### config.mk
export PLATFORM = sky130hd
export DESIGN_NAME = sem_token_bank
export DESIGN_NICKNAME = d
export VERILOG_FILES = /design/src/rtl/sem_token_pkg.sv /design/src/rtl/sem_port_decode.sv /design/src/rtl/sem_token_cell.sv /design/src/rtl/sem_read_port.sv /design/src/rtl/sem_token_bank.sv
export SDC_FILE = /design/constraint.sdc
export NUM_CORES = 1
export LEC_CHECK = 0
export ABC_CLOCK_PERIOD_IN_PS = 1400
export BUFFER_PORTS_ARGS = -buffer_cell sky130_fd_sc_hd__buf_2
export CORE_AREA = 2 2 63 109
export DETAILED_ROUTE_END_ITERATION = 8
export DIE_AREA = 0 0 65 111
export PLACE_DENSITY = 0.66
export SYNTH_ARGS = -nofsm -noshare
export SYNTH_HDL_FRONTEND = slang
export SYNTH_SLANG_ARGS = --single-unit
### constraint.sdc
create_clock -name clk -period 1.4 [get_ports clk]
set_input_delay 0.14 -clock clk [delete_from_list [all_inputs] [get_ports clk]]
set_output_delay 0.14 -clock clk [all_outputs]
set_load 0.05 [all_outputs]
### src/rtl/sem_token_pkg.sv
package sem_token_pkg;

   typedef enum logic [1:0] {
      TOK_FREE  = 2'd0,
      TOK_LEFT  = 2'd1,
      TOK_RIGHT = 2'd2
   } tok_owner_e;

   // Pending-request update for the port that does not hold the token.
   function automatic logic pend_next(input logic pend, input logic wr_req, input logic wr_rel);
      if (wr_req)      return 1'b1;
      else if (wr_rel) return 1'b0;
      else             return pend;
   endfunction

endpackage

### src/rtl/sem_port_decode.sv
module sem_port_decode #(
   parameter int NUM_SEM = 8,
   parameter int ADDR_W  = 15,
   parameter int DATA_W  = 9,
   localparam int SEL_W  = $clog2(NUM_SEM)
) (
   input  logic               sel,
   input  logic               mem_en,
   input  logic               wr,
   input  logic               oe,
   input  logic [ADDR_W-1:0]  addr,
   input  logic [DATA_W-1:0]  wdata,
   output logic [NUM_SEM-1:0] req_vec,
   output logic [NUM_SEM-1:0] rel_vec,
   output logic               rd_en,
   output logic [SEL_W-1:0]   idx
);

   logic access;
   logic wr_hit;

   assign access = sel & ~mem_en;
   assign wr_hit = access & wr;
   assign rd_en  = access & ~wr & oe;
   assign idx    = addr[SEL_W-1:0];

   for (genvar i = 0; i < NUM_SEM; i++) begin : g_onehot
      logic hit;
      assign hit        = wr_hit & (idx == SEL_W'(i));
      assign req_vec[i] = hit & ~wdata[0];
      assign rel_vec[i] = hit &  wdata[0];
   end

   if (ADDR_W > SEL_W) begin : g_addr_sink
      logic unused_addr_hi;
      assign unused_addr_hi = ^addr[ADDR_W-1:SEL_W];
   end
   if (DATA_W > 1) begin : g_data_sink
      logic unused_data_hi;
      assign unused_data_hi = ^wdata[DATA_W-1:1];
   end

endmodule

### src/rtl/sem_token_cell.sv
module sem_token_cell
   import sem_token_pkg::*;
(
   input  logic clk,
   input  logic rst_n,
   input  logic l_req,
   input  logic l_rel,
   input  logic r_req,
   input  logic r_rel,
   output logic l_own,
   output logic r_own
);

   tok_owner_e owner_q, owner_d;
   logic       pend_q, pend_d;

   always_comb begin
      owner_d = owner_q;
      pend_d  = pend_q;
      case (owner_q)
         TOK_FREE: begin
            if (l_req) begin
               owner_d = TOK_LEFT;
               pend_d  = r_req;
            end else if (r_req) begin
               owner_d = TOK_RIGHT;
               pend_d  = 1'b0;
            end
         end
         TOK_LEFT: begin
            pend_d = pend_next(pend_q, r_req, r_rel);
            if (l_rel) begin
               owner_d = pend_d ? TOK_RIGHT : TOK_FREE;
               pend_d  = 1'b0;
            end
         end
         TOK_RIGHT: begin
            pend_d = pend_next(pend_q, l_req, l_rel);
            if (r_rel) begin
               owner_d = pend_d ? TOK_LEFT : TOK_FREE;
               pend_d  = 1'b0;
            end
         end
         default: begin
            owner_d = TOK_FREE;
            pend_d  = 1'b0;
         end
      endcase
   end

   always_ff @(posedge clk) begin
      if (!rst_n) begin
         owner_q <= TOK_FREE;
         pend_q  <= 1'b0;
      end else begin
         owner_q <= owner_d;
         pend_q  <= pend_d;
      end
   end

   assign l_own = (owner_q == TOK_LEFT);
   assign r_own = (owner_q == TOK_RIGHT);

endmodule

### src/rtl/sem_read_port.sv
module sem_read_port #(
   parameter int NUM_SEM = 8,
   parameter int DATA_W  = 9,
   localparam int SEL_W  = $clog2(NUM_SEM)
) (
   input  logic               clk,
   input  logic               rst_n,
   input  logic               rd_en,
   input  logic [SEL_W-1:0]   idx,
   input  logic [NUM_SEM-1:0] own_vec,
   output logic [DATA_W-1:0]  rdata
);

   always_ff @(posedge clk) begin
      if (!rst_n)     rdata <= '1;
      else if (rd_en) rdata <= {DATA_W{~own_vec[idx]}};
   end

endmodule

### src/rtl/sem_token_bank.sv
module sem_token_bank #(
   parameter int NUM_SEM = 8,
   parameter int ADDR_W  = 15,
   parameter int DATA_W  = 9
) (
   input  logic              clk,
   input  logic              rst_n,
   input  logic              l_sem_sel,
   input  logic              l_mem_en,
   input  logic              l_wr,
   input  logic              l_oe,
   input  logic [ADDR_W-1:0] l_addr,
   input  logic [DATA_W-1:0] l_wdata,
   output logic [DATA_W-1:0] l_rdata,
   input  logic              r_sem_sel,
   input  logic              r_mem_en,
   input  logic              r_wr,
   input  logic              r_oe,
   input  logic [ADDR_W-1:0] r_addr,
   input  logic [DATA_W-1:0] r_wdata,
   output logic [DATA_W-1:0] r_rdata
);

   localparam int SEL_W = $clog2(NUM_SEM);

   if (NUM_SEM < 2 || (NUM_SEM & (NUM_SEM - 1)) != 0) begin : g_bad_num
      $error("NUM_SEM must be a power of two, at least 2");
   end
   if (ADDR_W < SEL_W) begin : g_bad_addr
      $error("ADDR_W too narrow for NUM_SEM");
   end
   if (DATA_W < 1) begin : g_bad_data
      $error("DATA_W must be at least 1");
   end

   logic [NUM_SEM-1:0] l_req, l_rel, r_req, r_rel;
   logic [NUM_SEM-1:0] l_own, r_own;
   logic               l_rd, r_rd;
   logic [SEL_W-1:0]   l_idx, r_idx;

   sem_port_decode #(.NUM_SEM(NUM_SEM), .ADDR_W(ADDR_W), .DATA_W(DATA_W)) u_dec_l (
      .sel(l_sem_sel), .mem_en(l_mem_en), .wr(l_wr), .oe(l_oe),
      .addr(l_addr), .wdata(l_wdata),
      .req_vec(l_req), .rel_vec(l_rel), .rd_en(l_rd), .idx(l_idx)
   );

   sem_port_decode #(.NUM_SEM(NUM_SEM), .ADDR_W(ADDR_W), .DATA_W(DATA_W)) u_dec_r (
      .sel(r_sem_sel), .mem_en(r_mem_en), .wr(r_wr), .oe(r_oe),
      .addr(r_addr), .wdata(r_wdata),
      .req_vec(r_req), .rel_vec(r_rel), .rd_en(r_rd), .idx(r_idx)
   );

   for (genvar i = 0; i < NUM_SEM; i++) begin : g_tok
      sem_token_cell u_cell (
         .clk(clk), .rst_n(rst_n),
         .l_req(l_req[i]), .l_rel(l_rel[i]),
         .r_req(r_req[i]), .r_rel(r_rel[i]),
         .l_own(l_own[i]), .r_own(r_own[i])
      );
   end

   sem_read_port #(.NUM_SEM(NUM_SEM), .DATA_W(DATA_W)) u_rd_l (
      .clk(clk), .rst_n(rst_n), .rd_en(l_rd), .idx(l_idx),
      .own_vec(l_own), .rdata(l_rdata)
   );

   sem_read_port #(.NUM_SEM(NUM_SEM), .DATA_W(DATA_W)) u_rd_r (
      .clk(clk), .rst_n(rst_n), .rd_en(r_rd), .idx(r_idx),
      .own_vec(r_own), .rdata(r_rdata)
   );

endmodule

==> results.cfg, run 1 <==
[grt]
wire_length_of_the_first_global_routing_pass_um = 12700
antenna_found_initial = 0
via_count_of_the_first_global_routing_pass = 2837
grt_start_max_net_pins = 15
gr-usage-all-layers_pct = 22.0
grt_remaining_overflow = 0

[clock_tree]
tritoncts_num_sinks = 26
cts.path.max_buffers = 2
clk_pin_slew_ns = 0.07
cts-htree-levels = 1
insertion_delay_ns = 0.27
ctsRootBufferMaster = clkbuf_16
cts_inserted_buffers = 3
tritoncts_clock_tree = done

[synthesis]
syn_area_mm2 = 0.00246
yosys.area_share.simple_pct = 34.9
number_of_instances_in_the_synthesized_netlist = 345
ys_async_sr_fraction_pct = 0
syn-mean-instance-area_um2 = 7.14
combinational_family_with_the_most_area_after_synthesis = simple AND/OR/NAND/NOR gates
synth_cell_type_count = 66
yosys_reg_bits = 26
yosys-mux-area-fraction_pct = 2.59
synth_enable_flop_cells = 0
synth-seq-area-share_pct = 21.1
synth_fa_ha_area_share_pct = 0
syn-num-nets = 403
yosys_warnings = 0
yosys.area_share.xor_xnor_pct = 1.42
dominantRegCellSynth = dfxtp_1
synth-compound-area-share_pct = 29.3

[floorplan]
die_height_um = 111
die_width_um = 65
floorplan.io_pins = 76
std_cell_rows = 39
area_of_the_die_mm2 = 0.00722
initial_core_utilization_pct = 38.5
core_region_area_mm2 = 0.00639

[critical_path]
cpLargestDelayFamily = compound AO/OA/AOI/OAI gates
crit_path_frequent_cell = a211oi_2
required_ns = 1.62
crit_arrival_ns = 1.62
worstPathBufferInverterCount = 0
critPathCaptureType = flop
start_kind = flop
crit_slowest_cell = a211oi_1
worstPathCellList = nor2b_2 > a211oi_1 > a211oi_2 > a211oi_2 > a211o_1
critical_path_peak_fanout = 4
critPathMaxStageDelay_ns = 0.43
path_class = reg -> reg

[timing]
finalCritPeriodShare_pct = 99.4
worst-slew-pin-transition_ns = 0.469
worst_slack_ns = 0.00874
finalWorstPathRequiredPeriod_ns = 1.39
final-max-slew-violation-count = 0
finalSetupViolations = 0
fmax_mhz = 719
max_clock_skew_ns = 0.00364
holdWs_ns = 0.227
rsz0062_at_grt = yes
slew-limit-headroom_pct = 68.6
report.final.hold_viol_count = 0

[route]
totalWireLength_um = 7880
routed-via-count = 2902
number_of_design_rule_violations_left_by_the_first_detailed_router_iteration = 133
detailedRoute.firstPassIterationCount = 4
drc = 0
vias_per_cell = 5.82
route.detailed.wl_per_inst_um = 15.8
postRouteAntennaNets = 0

[cells_and_area]
layout.nets = 476
num_antenna_cells = 0
synthToLayoutAreaGrowth_pct = 31.2
layout_common_cells = 74 x buf_4, 35 x buf_2, 33 x nand2_1, 31 x nor2_1, 24 x dfxtp_1
nFillCells = 614
final_common_cell = buf_4
fraction_of_layout_instances_using_a_drive_strength_above_1_pct = 32.9

[worst_hold_path]
hp-class = in -> reg

[placed_design]
dp_hpwl_um = 6020
gp_routability_congestion = 0.940
place_worst_setup_slack_ns = -0.178
port-buffer-count = 35

[power_and_ir_drop]
power_per_cell_area_mw_per_mm2 = 603
leakagePower_nw = 1.28
peakVddDrop_mv = 0.370
power_mw = 1.95

[outcome]
status = completed

[flow_run]
maxCapViolCount = 0
cell type report:
type	instances	area, um2	area share [%]
tap	82	103	3.17
timing repair buffer	109	731	22.6
clock buffer	4	88.8	2.75
multi-input combinational	270	1760	54.4
sequential	26	523	16.2
inverter	8	30.0	0.929
worst paths after layout:
path / end / slack, ns / startpoint / cells past startpoint
max: u_rd_r.rdata[0] / 0.009 / g_tok[6].u_cell.owner_q[1] / 5
min: g_tok[6].u_cell.owner_q[1] / 0.23 / rst_n / 3
max reg2reg: u_rd_r.rdata[0] / 0.009 / g_tok[6].u_cell.owner_q[1] / 5
min reg2reg: g_tok[0].u_cell.pend_q / 0.57 / g_tok[0].u_cell.pend_q / 2
synth_stat cells, types with 4 or more instances:
master    number  share of area, %
inv_1          7               1.1
clkbuf_1      11               1.7
a211oi_1      12               3.7
buf_4         16               4.9
nand2b_1       6               1.5
nor2_1        33               5.0
o21ai_1        7               1.4
nor3b_1        5               1.5
o21ai_0       13               2.6
a21oi_1       23               4.7
buf_2         14               2.8
a221oi_1       4               1.4
nor3_1        15               3.0
nor2b_1       16               4.1
o31ai_1        4               1.2
dfxtp_1       26                21
nand2_1       33               5.0
o21a_1         5               1.5
a31oi_1        8               2.0
nand3_1       12               2.4
cell families (layout without fill, tap and decap cells):
kind of cell,after synthesis,in the layout
simple gates,155,155
compound gates,106,106
buf+inv,49,121
flops,26,26
mux,5,5
xor+xnor,4,4
metrics by stage:
step | setup TNS (ns) | cells | utilization, % | instance area (um2)
3_5_place_dp | -2.46 | 495 | 48.1 | 3080
4_1_cts | 0 | 499 | 49.8 | 3190
3_3_place_gp | -2.20 | 495 | 48.1 | 3080
2_1_floorplan | -0.0131 | 345 | - | 2480
5_1_grt | -0.00452 | 499 | 50.6 | 3230
6_report | 0 | 499 | 50.6 | 3230
power by group:
part / total (mW) / internal, mW / leakage (nW) / switching [mW]
combinational: 0.439 / 0.173 / 1.03 / 0.266
clock: 0.745 / 0.440 / 0.0442 / 0.306
sequential: 0.764 / 0.751 / 0.211 / 0.0132
layer usage:
layer	global-route usage (%)	up-vias	wire [um]
met2	39.5	106	4160
met1	23.4	1356	3040
met3	2.34	21	356
met5	0	-	0
met4	14.3	0	327
li1	-	1419	-
worst register-to-register path, stage by stage (launching register included):
cell and delay, ns:
dfxtp_2 0.35, nor2b_2 0.16, a211oi_1 0.43, a211oi_2 0.07, a211oi_2 0.22, a211o_1 0.12
state kept, by name (all words and copies together), names as in the netlist:
| signal | count |
|---|---|
| g_tok.u_cell.owner_q | 16 |
| g_tok.u_cell.pend_q | 8 |
| u_rd_l.rdata | 1 |
| u_rd_r.rdata | 1 |
what timing repair did:
item                       CTS  global route
gates resized for setup      6            13
buffers inserted             0             0
hold buffers                 0             0
setup endpoints to repair    2             4
cloned                       0             0
pin swaps                    3             4
No activity file was read; power rests on OpenSTA's default activity.
==> inputs of run 2 (changes only) <==
--- a/config.mk
+++ b/config.mk
@@ -10,7 +10,7 @@
 export CORE_AREA = 2 2 63 109
 export DETAILED_ROUTE_END_ITERATION = 8
 export DIE_AREA = 0 0 65 111
-export PLACE_DENSITY = 0.66
+export PLACE_DENSITY_LB_ADDON = 0.1
 export SYNTH_ARGS = -nofsm -noshare
 export SYNTH_HDL_FRONTEND = slang
 export SYNTH_SLANG_ARGS = --single-unit
==> run 2 against run 1 <==
Via count rose by 1.1%. Sequential share of layout area barely moved. Clock power up 1%. Fmax up 1.0%. Clock skew increased by 0.0025 ns. Critical path depth down 1. Cell area increased by 1.9%. Global-route usage is 1.3 points higher.
==> results.cfg, run 2 (same netlist as run 1, synthesis figures left out) <==
[outcome]
status = completed

[clock_tree]
cts_inserted_buffers = 3
tritoncts_clock_tree = done
clk_pin_slew_ns = 0.08
cts.path.max_buffers = 2
insertion_delay_ns = 0.28
cts-htree-levels = 1
ctsRootBufferMaster = clkbuf_16
tritoncts_num_sinks = 26

[power_and_ir_drop]
power_per_cell_area_mw_per_mm2 = 594
power_mw = 1.96
leakagePower_nw = 1.28
peakVddDrop_mv = 0.487

[grt]
antenna_found_initial = 0
grt_remaining_overflow = 0
wire_length_of_the_first_global_routing_pass_um = 13300
via_count_of_the_first_global_routing_pass = 2880
gr-usage-all-layers_pct = 23.3
grt_start_max_net_pins = 15

[critical_path]
critPathCaptureType = flop
start_kind = flop
crit_arrival_ns = 1.60
critical_path_peak_fanout = 2
path_class = reg -> reg
crit_slowest_cell = mux4_2
worstPathCellList = nor2b_4 > mux4_2 > a211oi_2 > a211o_1
required_ns = 1.63
critPathMaxStageDelay_ns = 0.50

[timing]
worst-slew-pin-transition_ns = 0.443
finalWorstPathRequiredPeriod_ns = 1.38
max_clock_skew_ns = 0.00614
fmax_mhz = 726
report.final.hold_viol_count = 0
rsz0062_at_grt = yes
slew-limit-headroom_pct = 70.2
finalSetupTns_ns = 0
final-max-slew-violation-count = 0
finalSetupViolations = 0
finalCritPeriodShare_pct = 98.4

[cells_and_area]
final_common_cell = buf_4
layout_common_cells = 73 x buf_4, 35 x buf_2, 33 x nand2_1, 31 x nor2_1, 22 x a21oi_1
fraction_of_layout_instances_using_a_drive_strength_above_1_pct = 35.7
max_flop_register = g_tok.u_cell.owner_q
num_antenna_cells = 0
final_core_util_pct = 51.5
largest_register_ffs = 16
finish.instance_area_mm2 = 0.00329
synthToLayoutAreaGrowth_pct = 33.7
reg_top3 = g_tok.u_cell.owner_q: 16 flops, g_tok.u_cell.pend_q: 8 flops
layout.nets = 476

[route]
totalWireLength_um = 8090
number_of_design_rule_violations_left_by_the_first_detailed_router_iteration = 185
drc = 0
routed-via-count = 2934
detailedRoute.firstPassIterationCount = 4
route.detailed.wl_per_inst_um = 16.2
postRouteAntennaNets = 0
vias_per_cell = 5.88

[flow_run]
maxCapViolCount = 0

[floorplan]
die_height_um = 111
initial_core_utilization_pct = 38.5
std_cell_rows = 39
floorplan.io_pins = 76
core_region_area_mm2 = 0.00639
die_width_um = 65
area_of_the_die_mm2 = 0.00722

[placed_design]
dp_hpwl_um = 6290
port-buffer-count = 35
gp_routability_congestion = 0.914
dpl-instance-area_mm2 = 0.00308

[worst_hold_path]
hp-class = in -> reg
[run 2: changes by cell type in the layout (fill, tap and decap cells not counted), moves of 2 or more]
| cell | change |
|---|---|
| dfxtp_1 | -4 |
| dfxtp_2 | +2 |
| dfxtp_4 | +2 |
| nor2b_1 | -3 |
| nor2b_2 | -2 |
| nor2b_4 | +5 |
| nor3b_1 | +2 |
| nor3b_2 | -2 |
| o21ai_0 | -2 |
| o21ai_2 | +2 |
[run 2: path summary, 6_finish.rpt]
kind | start | to | slack [ns] | depth (start not counted)
worst max-delay path | g_tok[2].u_cell.owner_q[1] | u_rd_r.rdata[0] | 0.02 | 4
worst min-delay path | rst_n | u_rd_l.rdata[0] | 0.16 | 2
worst max register to register | g_tok[2].u_cell.owner_q[1] | u_rd_r.rdata[0] | 0.02 | 4
worst min register to register | g_tok[2].u_cell.pend_q | g_tok[2].u_cell.pend_q | 0.58 | 2
[run 2: timing repair]
action | in CTS | in global routing
pin swaps | 2 | 6
resized for setup | 7 | 32
setup buffers | 0 | 1
hold buffers | 0 | 0
endpoints found under the hold margin | 0 | 0
gates cloned | 0 | 0
endpoints found under the setup margin | 2 | 12
[run 2: through the flow]
stage | instances | hold WS (ns) | setup WS, ns
3_3_place_gp | 494 | 0.437 | -0.202
2_1_floorplan | 345 | 0.343 | -0.0131
6_report | 499 | 0.163 | 0.0228
3_5_place_dp | 494 | 0.443 | -0.198
4_1_cts | 498 | 0.160 | 0.00744
5_1_grt | 499 | 0.160 | -0.0476
[run 2: metal layers]
layer | routed length (um) | vias up | part of all wire, % | global-route usage, %
met5 | 0 | - | 0 | 0
met4 | 279 | 0 | 3.4 | 13.0
met3 | 296 | 21 | 3.7 | 2.03
met2 | 4220 | 95 | 52 | 41.7
met1 | 3290 | 1393 | 41 | 26.1
li1 | - | 1425 | - | -
[run 2: where the power goes]
part           internal, mW  switching (mW)
logic                 0.174           0.266
clock network         0.440           0.314
registers             0.748          0.0145
total                  1.36           0.594
[run 2: final cells by class]
| class | instances | area, um2 |
|---|---|---|
| repair buffers | 109 | 743 |
| well taps | 82 | 103 |
| multi-input cells | 270 | 1800 |
| inverters | 8 | 30.0 |
| clock buffers | 4 | 88.8 |
| fillers | 660 | 3100 |
| flip-flops and latches | 26 | 533 |
[run 2: worst max-delay path: cells and delay by family (launching register included)]
kind | cells | cell delay, ns
flip-flops | 1 | 0.33
AO/OA/AOI/OAI | 2 | 0.37
AND/OR/NAND/NOR | 1 | 0.13
multiplexers | 1 | 0.50
==> inputs of run 3 (changes only) <==
--- a/config.mk
+++ b/config.mk
@@ -8,8 +8,11 @@
 export ABC_CLOCK_PERIOD_IN_PS = 1400
 export BUFFER_PORTS_ARGS = -buffer_cell sky130_fd_sc_hd__buf_2
 export CORE_AREA = 2 2 63 109
+export CTS_BUF_LIST = sky130_fd_sc_hd__clkbuf_16
 export DETAILED_ROUTE_END_ITERATION = 8
 export DIE_AREA = 0 0 65 111
+export GPL_TIMING_DRIVEN = 0
+export MAX_ROUTING_LAYER = met4
 export PLACE_DENSITY_LB_ADDON = 0.1
 export SYNTH_ARGS = -nofsm -noshare
 export SYNTH_HDL_FRONTEND = slang
==> run 3 against run 2 <==
The flow now finishes with violations (negative setup slack). Largest power group unchanged. First-iteration DRC count is 34% higher. Clock skew is 0.0038 ns lower. Clock power is 8.1% lower. Utilization is 2.4 points lower. Routed wire length is 2.1% higher. Largest cell class unchanged. Die area stayed put.
==> results.cfg, run 3 (same netlist as run 1, synthesis figures left out) <==
[route]
vias_per_cell = 6.00
drc = 0
number_of_design_rule_violations_left_by_the_first_detailed_router_iteration = 248
routed-via-count = 2845
detailedRoute.firstPassIterationCount = 5
postRouteAntennaNets = 0
totalWireLength_um = 8260
route.detailed.wl_per_inst_um = 17.4

[timing]
report.final.hold_viol_count = 0
worst-slew-pin-transition_ns = 0.616
worst_slack_ns = -0.0242
finalSetupViolations = 1
rsz0062_at_grt = yes
max_clock_skew_ns = 0.00234
final-max-slew-violation-count = 0
finalWorstPathRequiredPeriod_ns = 1.42
finalCritPeriodShare_pct = 102
slew-limit-headroom_pct = 58.9
fmax_mhz = 702

[clock_tree]
ctsRootBufferMaster = clkbuf_16
clk_pin_slew_ns = 0.07
cts_inserted_buffers = 3
cts.path.max_buffers = 2
insertion_delay_ns = 0.27
tritoncts_clock_tree = done
cts-htree-levels = 1
tritoncts_num_sinks = 26

[floorplan]
core_region_area_mm2 = 0.00639
area_of_the_die_mm2 = 0.00722
initial_core_utilization_pct = 38.5
die_width_um = 65
die_height_um = 111
std_cell_rows = 39
floorplan.io_pins = 76

[power_and_ir_drop]
leakagePower_nw = 1.15
peakVddDrop_mv = 0.367
power_mw = 1.87
power_per_cell_area_mw_per_mm2 = 596

[grt]
via_count_of_the_first_global_routing_pass = 2671
wire_length_of_the_first_global_routing_pass_um = 13000
gr-usage-all-layers_pct = 23.5
grt_remaining_overflow = 0
antenna_found_initial = 0
grt_start_max_net_pins = 15

[cells_and_area]
final_common_cell = buf_2
num_antenna_cells = 0
layout_common_cells = 44 x buf_2, 32 x nand2_1, 31 x buf_4, 28 x nor2_1, 22 x a21oi_1
fraction_of_layout_instances_using_a_drive_strength_above_1_pct = 34.7
reg_top3 = g_tok.u_cell.owner_q: 16 flops, g_tok.u_cell.pend_q: 8 flops
final_core_util_pct = 49.1
largest_register_ffs = 16
max_flop_register = g_tok.u_cell.owner_q
synthToLayoutAreaGrowth_pct = 27.4
nFillCells = 643
layout.nets = 451

[critical_path]
crit_slowest_cell = a2111oi_2
crit_arrival_ns = 1.60
worstPathCellList = buf_6 > nor2b_4 > o21ai_2 > a31oi_1 > o21ai_1 > a2111oi_2
critical_path_peak_fanout = 7
critPathMaxStageDelay_ns = 0.34
critPathCaptureType = flop
start_kind = flop
timing.reg2reg.worst_path_depth = 6
required_ns = 1.57
path_class = reg -> reg

[placed_design]
dp_hpwl_um = 6000
place_worst_setup_slack_ns = -0.375
port-buffer-count = 34
gp_routability_congestion = 0.926

[worst_hold_path]
hold-path-cell-count = 3
hp-class = in -> reg

[outcome]
status = finished with violations
violations_in_the_final_reports = negative setup slack

[flow_run]
maxCapViolCount = 0
-- run 3: cell count changes in the layout (fill, tap and decap cells not counted), moves of 3 or more --
cell / previous run / this run
buf_4: 73 / 31
buf_2: 35 / 44
dfxtp_1: 20 / 14
dfxtp_2: 4 / 8
buf_6: 0 / 3
nor2_1: 31 / 28
nor2_2: 2 / 5
nor3_1: 15 / 12
nor3_2: 0 / 3
-- run 3: routing by layer --
metal	wire (um)	GRT usage, %
met5	0	-
met4	227	10.4
met3	470	1.93
met2	4340	41.9
met1	3220	26.0
-- run 3: area by class of cell --
cell class	instances	area, um2	share of cell area, %
clock inverters	1	3.75	0.120
well taps	82	103	3.27
clock buffers	3	75.1	2.39
inverters	8	33.8	1.08
flip-flops and latches	26	546	17.4
plain buffers	36	260	8.29
multi-input cells	270	1840	58.7
repair buffers	48	275	8.77
-- run 3: metrics by stage --
| stage | instances | hold WS (ns) | instance area, um2 | TNS [ns] |
|---|---|---|---|---|
| floorplan | 345 | 0.343 | 2480 | -0.0131 |
| global placement | 461 | 0.533 | 2750 | -5.10 |
| detailed placement | 461 | 0.530 | 2750 | -5.27 |
| CTS | 461 | 0.276 | 2910 | -0.141 |
| global route | 474 | 0.285 | 3140 | -0.287 |
| finish | 474 | 0.265 | 3140 | -0.0242 |
-- run 3: what timing repair did --
action	4_1_cts	5_1_grt
endpoints found under the setup margin	9	24
pin swaps	4	7
buffers inserted	0	14
hold buffers	0	0
resized for setup	29	48
-- run 3: final timing paths --
check	startpoint	end	slack, ns
hold reg to reg	g_tok[3].u_cell.owner_q[0]	g_tok[3].u_cell.owner_q[1]	0.52
hold / removal	l_mem_en	u_rd_l.rdata[0]	0.27
setup reg to reg	g_tok[6].u_cell.owner_q[0]	g_tok[6].u_cell.pend_q	-0.02
setup / recovery	g_tok[6].u_cell.owner_q[0]	g_tok[6].u_cell.pend_q	-0.02
-- run 3: power by group --
part           leakage, nW  internal [mW]  switching, mW
clock network       0.0385          0.385          0.308
logic                0.894          0.146          0.269
registers            0.216          0.745         0.0188
total                 1.15           1.28          0.596
-- run 3: critical path: cells and delay by family, from the launching register on --
| family | cells | cell delay [ns] |
|---|---|---|
| flops | 1 | 0.33 |
| simple gates | 1 | 0.16 |
| buf+inv | 1 | 0.12 |
| compound gates | 4 | 0.71 |
